## config.mk

```make
export PLATFORM = sky130hd
export DESIGN_NAME = hotswap_seq
export DESIGN_NICKNAME = d
export VERILOG_FILES = /design/src/rtl/hs_pkg.sv /design/src/rtl/hs_timer.sv /design/src/rtl/hs_ctrl.sv /design/src/rtl/hotswap_seq.sv
export SDC_FILE = /design/constraint.sdc
export NUM_CORES = 1
export LEC_CHECK = 0
export CORE_MARGIN = 2
export CORE_UTILIZATION = 45
export CTS_CLUSTER_SIZE = 10
export DETAILED_ROUTE_END_ITERATION = 8
export HOLD_SLACK_MARGIN = 0.06
export RECOVER_POWER = 50
export SYNTH_ARGS = -nofsm -noshare
export SYNTH_HDL_FRONTEND = slang
export SYNTH_HIERARCHICAL = 1
export SYNTH_SLANG_ARGS = --single-unit
```

## constraint.sdc

```tcl
create_clock -name clk -period 6.25 [get_ports clk]
set_input_delay 1.25 -clock clk [delete_from_list [all_inputs] [get_ports clk]]
set_output_delay 1.25 -clock clk [all_outputs]
set_load 0.05 [all_outputs]
```

## src/rtl/hs_pkg.sv

```systemverilog
package hs_pkg;

  typedef enum logic [1:0] {
    GATE_OFF_STRONG = 2'd0,
    GATE_OFF_WEAK   = 2'd1,
    GATE_ON         = 2'd2,
    GATE_REG        = 2'd3
  } gate_e;

  typedef enum logic [2:0] {
    ST_RESET, ST_INSERT, ST_ARM, ST_RUN, ST_FAULT, ST_RESTART, ST_LATCH
  } seq_e;

  // strobes from control to the timer datapath
  typedef struct packed {
    logic clr;
    logic chgIns;
    logic chgFlt;
    logic chgRst;
    logic disFast;
    logic disRst;
  } tmr_op_t;

endpackage

```

## src/rtl/hs_timer.sv

```systemverilog
module hs_timer
  import hs_pkg::*;
#(
  parameter int TMR_TOP     = 200,
  parameter int TMR_LO      = 20,
  parameter int INS_STEP    = 1,
  parameter int FLT_STEP    = 8,
  parameter int FAST_STEP   = 50,
  parameter int RST_UP_STEP = 4,
  parameter int RST_DN_STEP = 1,
  localparam int TW = $clog2(TMR_TOP + 1)
) (
  input  logic          clk,
  input  logic          rst_n,
  input  tmr_op_t       op,
  output logic [TW-1:0] tmrVal,
  output logic          atTop,
  output logic          atZero,
  output logic          atLow
);

  logic [TW-1:0] upStep, dnStep, nextUp, nextDn;
  logic [TW:0]   sum;
  logic          doUp, doDn;

  always_comb begin
    upStep = '0;
    dnStep = '0;
    if (op.chgIns) upStep = TW'(INS_STEP);
    if (op.chgFlt) upStep = TW'(FLT_STEP);
    if (op.chgRst) upStep = TW'(RST_UP_STEP);
    if (op.disFast) dnStep = TW'(FAST_STEP);
    if (op.disRst)  dnStep = TW'(RST_DN_STEP);
    doUp = op.chgIns | op.chgFlt | op.chgRst;
    doDn = op.disFast | op.disRst;
    sum    = {1'b0, tmrVal} + {1'b0, upStep};
    nextUp = (sum >= (TW+1)'(TMR_TOP)) ? TW'(TMR_TOP) : sum[TW-1:0];
    nextDn = (tmrVal > dnStep) ? (tmrVal - dnStep) : '0;
  end

  always_ff @(posedge clk or negedge rst_n) begin
    if (!rst_n)         tmrVal <= '0;
    else if (op.clr)    tmrVal <= '0;
    else if (doUp)      tmrVal <= nextUp;
    else if (doDn)      tmrVal <= nextDn;
  end

  assign atTop  = (tmrVal == TW'(TMR_TOP));
  assign atZero = (tmrVal == '0);
  assign atLow  = (tmrVal <= TW'(TMR_LO));

endmodule

```

## src/rtl/hs_ctrl.sv

```systemverilog
module hs_ctrl
  import hs_pkg::*;
#(
  parameter int RESTART_CYCLES = 8,
  localparam int CW = $clog2(RESTART_CYCLES + 1)
) (
  input  logic       clk,
  input  logic       rst_n,
  input  logic       porOk,
  input  logic       uvAct,
  input  logic       ovAct,
  input  logic       curLim,
  input  logic       pwrLim,
  input  logic       cbTrip,
  input  logic       fbGood,
  input  logic       senseHi,
  input  logic       latchMode,
  input  logic [2:0] retryCfg,
  input  logic       atTop,
  input  logic       atZero,
  input  logic       atLow,
  output tmr_op_t    op,
  output logic [1:0] gateCmd,
  output logic       pgood,
  output logic       faultOut,
  output logic       shortFlag
);

  seq_e          st, stNext;
  logic          rampUp, rampUpNext;
  logic [CW-1:0] cycCnt, cycCntNext;
  logic [4:0]    retryCnt, retryCntNext;
  logic [4:0]    retryLim;
  logic          limAct, supplyBad, unlimited, giveUp;
  gate_e         gate;

  assign limAct    = curLim | pwrLim;
  assign supplyBad = uvAct | ovAct;
  assign unlimited = (retryCfg >= 3'd6);
  assign retryLim  = 5'd1 << (retryCfg - 3'd1);
  assign giveUp    = latchMode | (retryCfg == 3'd0) | (!unlimited && retryCnt >= retryLim);

  always_comb begin
    stNext       = st;
    rampUpNext   = rampUp;
    cycCntNext   = cycCnt;
    retryCntNext = retryCnt;
    op           = '0;
    if (!porOk) begin
      stNext       = ST_RESET;
      op.clr       = 1'b1;
      retryCntNext = '0;
    end else begin
      unique case (st)
        ST_RESET: begin
          op.clr = 1'b1;
          stNext = ST_INSERT;
        end
        ST_INSERT: begin
          op.chgIns = 1'b1;
          if (atTop) stNext = ST_ARM;
        end
        ST_ARM: begin
          op.disFast = 1'b1;
          if (atZero && !supplyBad) stNext = ST_RUN;
        end
        ST_RUN: begin
          if (cbTrip || (limAct && !supplyBad)) begin
            op.chgFlt = 1'b1;
            if (atTop) stNext = ST_FAULT;
          end else begin
            op.disFast = 1'b1;
          end
        end
        ST_FAULT: begin
          op.disFast = 1'b1;
          if (atZero) begin
            if (giveUp) stNext = ST_LATCH;
            else begin
              stNext       = ST_RESTART;
              retryCntNext = retryCnt + 5'd1;
              rampUpNext   = 1'b1;
              cycCntNext   = '0;
            end
          end
        end
        ST_RESTART: begin
          if (rampUp) begin
            op.chgRst = 1'b1;
            if (atTop) rampUpNext = 1'b0;
          end else begin
            op.disRst = 1'b1;
            if (atLow) begin
              if (cycCnt == CW'(RESTART_CYCLES - 1)) stNext = ST_ARM;
              else begin
                cycCntNext = cycCnt + CW'(1);
                rampUpNext = 1'b1;
              end
            end
          end
        end
        ST_LATCH: begin
          op.disFast = 1'b1;
          if (uvAct) begin
            stNext       = ST_ARM;
            retryCntNext = '0;
          end
        end
        default: stNext = ST_RESET;
      endcase
    end
  end

  always_ff @(posedge clk or negedge rst_n) begin
    if (!rst_n) begin
      st       <= ST_RESET;
      rampUp   <= 1'b0;
      cycCnt   <= '0;
      retryCnt <= '0;
    end else begin
      st       <= stNext;
      rampUp   <= rampUpNext;
      cycCnt   <= cycCntNext;
      retryCnt <= retryCntNext;
    end
  end

  always_comb begin
    if (!porOk || st == ST_RESET) gate = GATE_OFF_STRONG;
    else if (st == ST_RUN) begin
      if (cbTrip)         gate = GATE_OFF_STRONG;
      else if (supplyBad) gate = GATE_OFF_WEAK;
      else if (limAct)    gate = GATE_REG;
      else                gate = GATE_ON;
    end else gate = GATE_OFF_WEAK;
  end

  assign gateCmd  = gate;
  assign pgood    = porOk && (st == ST_RUN) && fbGood && !supplyBad;
  assign faultOut = (st == ST_FAULT) || (st == ST_RESTART) || (st == ST_LATCH);

  always_ff @(posedge clk or negedge rst_n) begin
    if (!rst_n)       shortFlag <= 1'b0;
    else if (!porOk)  shortFlag <= 1'b0;
    else if (senseHi && (gate == GATE_OFF_STRONG || gate == GATE_OFF_WEAK))
      shortFlag <= 1'b1;
  end

endmodule

```

## src/rtl/hotswap_seq.sv

```systemverilog
module hotswap_seq
  import hs_pkg::*;
#(
  parameter int TMR_TOP        = 200,
  parameter int TMR_LO         = 20,
  parameter int INS_STEP       = 1,
  parameter int FLT_STEP       = 8,
  parameter int FAST_STEP      = 50,
  parameter int RST_UP_STEP    = 4,
  parameter int RST_DN_STEP    = 1,
  parameter int RESTART_CYCLES = 8,
  localparam int TW = $clog2(TMR_TOP + 1)
) (
  input  logic       clk,
  input  logic       rst_n,
  input  logic       porOk,
  input  logic       uvAct,
  input  logic       ovAct,
  input  logic       curLim,
  input  logic       pwrLim,
  input  logic       cbTrip,
  input  logic       fbGood,
  input  logic       senseHi,
  input  logic       latchMode,
  input  logic [2:0] retryCfg,
  output logic [1:0] gateCmd,
  output logic       pgood,
  output logic       faultOut,
  output logic       shortFlag
);

  tmr_op_t       op;
  logic [TW-1:0] tmrVal;
  logic          atTop, atZero, atLow;

  hs_ctrl #(.RESTART_CYCLES(RESTART_CYCLES)) u_ctrl (
    .clk(clk), .rst_n(rst_n), .porOk(porOk), .uvAct(uvAct), .ovAct(ovAct),
    .curLim(curLim), .pwrLim(pwrLim), .cbTrip(cbTrip), .fbGood(fbGood),
    .senseHi(senseHi), .latchMode(latchMode), .retryCfg(retryCfg),
    .atTop(atTop), .atZero(atZero), .atLow(atLow), .op(op),
    .gateCmd(gateCmd), .pgood(pgood), .faultOut(faultOut), .shortFlag(shortFlag)
  );

  hs_timer #(
    .TMR_TOP(TMR_TOP), .TMR_LO(TMR_LO), .INS_STEP(INS_STEP), .FLT_STEP(FLT_STEP),
    .FAST_STEP(FAST_STEP), .RST_UP_STEP(RST_UP_STEP), .RST_DN_STEP(RST_DN_STEP)
  ) u_timer (
    .clk(clk), .rst_n(rst_n), .op(op), .tmrVal(tmrVal),
    .atTop(atTop), .atZero(atZero), .atLow(atLow)
  );

endmodule

```

==> impl_summary.log <==
INFO  metric timing.critical_path.from_type = primary input
INFO  metric grt_antenna_before_repair = 0
INFO  metric tns = 0 ns
INFO  metric num_vias = 2127
INFO  metric ff2ff_setup_slack = 2.61 ns
INFO  metric synth.net_count = 304
INFO  metric finalSetupViolCount = 0
INFO  metric stdcell_count = 355
INFO  metric setup_repair_after_global_routing_missed_its_margin = false
INFO  metric worst_r2r_startpoint = u_ctrl/st[2]
INFO  metric synth-seq-area-share = 0.238
INFO  metric slowest_delay = 0.79 ns
INFO  metric synth_warnings = 6
INFO  metric ys_types = 68
INFO  metric post-cts-setup-buffers = 0
INFO  metric detailedRoute.firstPassIterationCount = 4
INFO  metric drt.antenna.violating_nets = 0
INFO  metric dp_cells = 351
INFO  metric postRouteWirelength = 5590 µm
INFO  metric number_of_h_tree_levels = 1
INFO  metric synthMostInstantiatedCell = nand2_1
INFO  metric grt_max_degree = 23
INFO  metric cts_resized = 0
INFO  metric max_slew.worst_pin.slew = 1.10 ns
INFO  metric hold_path.class = flip-flop to flip-flop
INFO  metric initialDrtViolationCount = 142
INFO  metric vdd_drop_max = 0.000164 V
INFO  metric netlist_area = 2320 µm²
INFO  metric final.period_utilization = 0.796
INFO  metric timing_worst_setup_path_type = primary input to output port
INFO  metric synthesis.instances = 274
INFO  metric fin_total_pwr = 778 µW
INFO  metric finalWorstPathRequiredPeriod = 4.98 ns
INFO  metric cell_types_with_the_highest_counts_after_synthesis = 25 x nand2_1, 22 x dfrtp_1, 20 x a21oi_1, 18 x nor2_1, 15 x ha_1
INFO  metric slew_headroom = 0.265
INFO  metric input_output_buffers = 18
INFO  metric finClkSkew = 0.00675 ns
INFO  metric gp_congestion = 0.851
INFO  metric synthArstFlopShare = 1.00
INFO  metric drc = 0
INFO  metric min_to = u_ctrl/shortFlag
INFO  metric path_clk_slew = 0.08 ns
INFO  metric worstPathArrival = 3.73 ns
INFO  metric nNetsFinal = 316
INFO  metric die_height = 75.7 µm
INFO  metric drt-vias-per-instance = 5.99
INFO  metric yosysTopAreaCell = dfrtp_1
INFO  metric synth-edff-count = 0
INFO  metric global_route_wire_length_before_repair = 9580 µm
INFO  metric vias_in_the_first_global_route = 2003
INFO  metric cp.required = 5.00 ns
INFO  metric ys_seq_elements = 22
INFO  metric r2r.worst_path.cells = 11
INFO  metric run_status = finished clean
INFO  metric yosys-top-cells-area = dfrtp_1 24%, ha_1 8.1%, a21oi_1 4.3%
INFO  metric worstSkewPairLatency = 0.27 ns
INFO  metric achievable_frequency = 201 MHz
INFO  metric p_leak = 0.00108 µW
INFO  metric cts_tree = yes
INFO  metric rows = 26
INFO  metric timing.final.hold_violations = 0
INFO  metric synth-main-ff-cell = dfrtp_1
INFO  metric setup.worst_path.end_class = output port
INFO  metric pwr_density_cell = 304 nW/µm²
INFO  metric worst_r2r_endpoint = u_timer/tmrVal[2]
INFO  metric post_synth.cell_area_avg = 8.45 µm²
INFO  metric cts_hold_buf = 0
INFO  metric gr-usage-all-layers = 0.214
INFO  metric worstPathCellList = dlygate4sd3_1 -> o31ai_1 -> buf_4 -> or4_1 -> inv_1 -> clkdlybuf4s50_1
INFO  metric critical_path_peak_fanout = 11
INFO  metric standard_cell_with_the_maximum_stage_delay_on_the_critical_path = clkdlybuf4s50_1
INFO  metric antenna-diode-count = 0
INFO  metric synth.top_cell.area_share = 0.238
INFO  metric dp.final_hpwl = 4280 µm
INFO  metric hold-path-cell-count = 2
INFO  metric drv_slew = 0
INFO  metric pin_count = 19
INFO  metric start_point_of_the_worst_hold_path = u_ctrl/shortFlag
INFO  metric maxCapViolations = 0
INFO  metric initial_util = 0.459
INFO  metric routedWlPerCell = 15.7 µm
INFO  metric die_area = 5740 µm²
INFO  metric tritoncts.num_buffers = 3
INFO  metric global_route.overflow_total = 0
INFO  metric ctsLongestPathBuffers = 2
INFO  metric finalCoreUtilization = 0.508
INFO  metric areaGrowthSynthToFinish = 10.6%
INFO  metric cts-root-buf = clkbuf_8
INFO  metric cts.sinks = 22
INFO  metric final_layout_size_suffix_gt1_frac = 0.102
INFO  metric die_w = 75.7 µm
INFO  metric design.core.area = 5040 µm²
-- stage by stage --
stage	instance area, µm²	hold WS, ns	setup slack, ns
6_report	2560	0.506	1.27
2_1_floorplan	2320	0.468	2.42
3_5_place_dp	2510	0.496	1.33
5_1_grt	2560	0.552	1.14
3_3_place_gp	2510	0.493	1.38
4_1_cts	2560	0.517	1.32
-- worst max-delay path, delay by kind of cell --
family                 cells  cell delay (ns)
AO/OA/AOI/OAI              1             0.13
buffers and inverters      4             1.81
AND/OR/NAND/NOR            1             0.53
-- cells by family after synthesis --
family,synth area share
mux,0.0173
compound gates,0.266
fa+ha+maj,0.0897
flops,0.238
simple gates,0.311
xor+xnor,0.0189
buf+inv,0.0589
-- area by class of cell --
| cell class | count | area (µm²) |
|---|---|---|
| multi-input cells | 227 | 1630 |
| inverters | 12 | 45.0 |
| repair buffers | 20 | 195 |
| flip-flops and latches | 22 | 551 |
| well taps | 70 | 87.6 |
| fillers | 499 | 2480 |
| clock buffers | 4 | 55.1 |
-- worst max path at each step --
stage          startpoint                 to
6_report            porOk         gateCmd[1]
5_1_grt             porOk         gateCmd[1]
4_1_cts             porOk         gateCmd[1]
3_5_place_dp        porOk         gateCmd[1]
3_3_place_gp        porOk         gateCmd[1]
2_1_floorplan      pwrLim  u_timer/tmrVal[4]
-- sequential cells by signal, summed over array words and instances, names as in the netlist --
| signal | flops |
|---|---|
| u_timer/tmrVal | 8 |
| u_ctrl/cycCnt | 4 |
| u_ctrl/st | 3 |
| u_ctrl/retryCnt | 5 |
| u_ctrl/rampUp | 1 |
| u_ctrl/shortFlag | 1 |
-- metal layers --
layer / global-route usage / up-vias / part of all wire
li1: - / 1060 / -
met1: 0.334 / 1013 / 0.53
met2: 0.319 / 47 / 0.43
met3: 0.0159 / 7 / 0.036
met4: 0.0448 / 0 / 0.010
met5: 0 / - / 0
-- where the power goes --
group          internal [µW]  switching [µW]
combinational            192             251
sequential               167            61.2
clock                   56.2            50.3
-- cell usage in the layout, fill, tap and decap left out, types with 7 or more instances in the layout --
cell / n
clkdlybuf4s50_1: 15
a21oi_1: 20
ha_1: 15
nand2_1: 25
nor3_1: 7
inv_1: 12
dfrtp_1: 22
o31ai_1: 7
o21ai_0: 12
nor2_1: 18
Note: power is estimated with default switching activity, not from simulation.
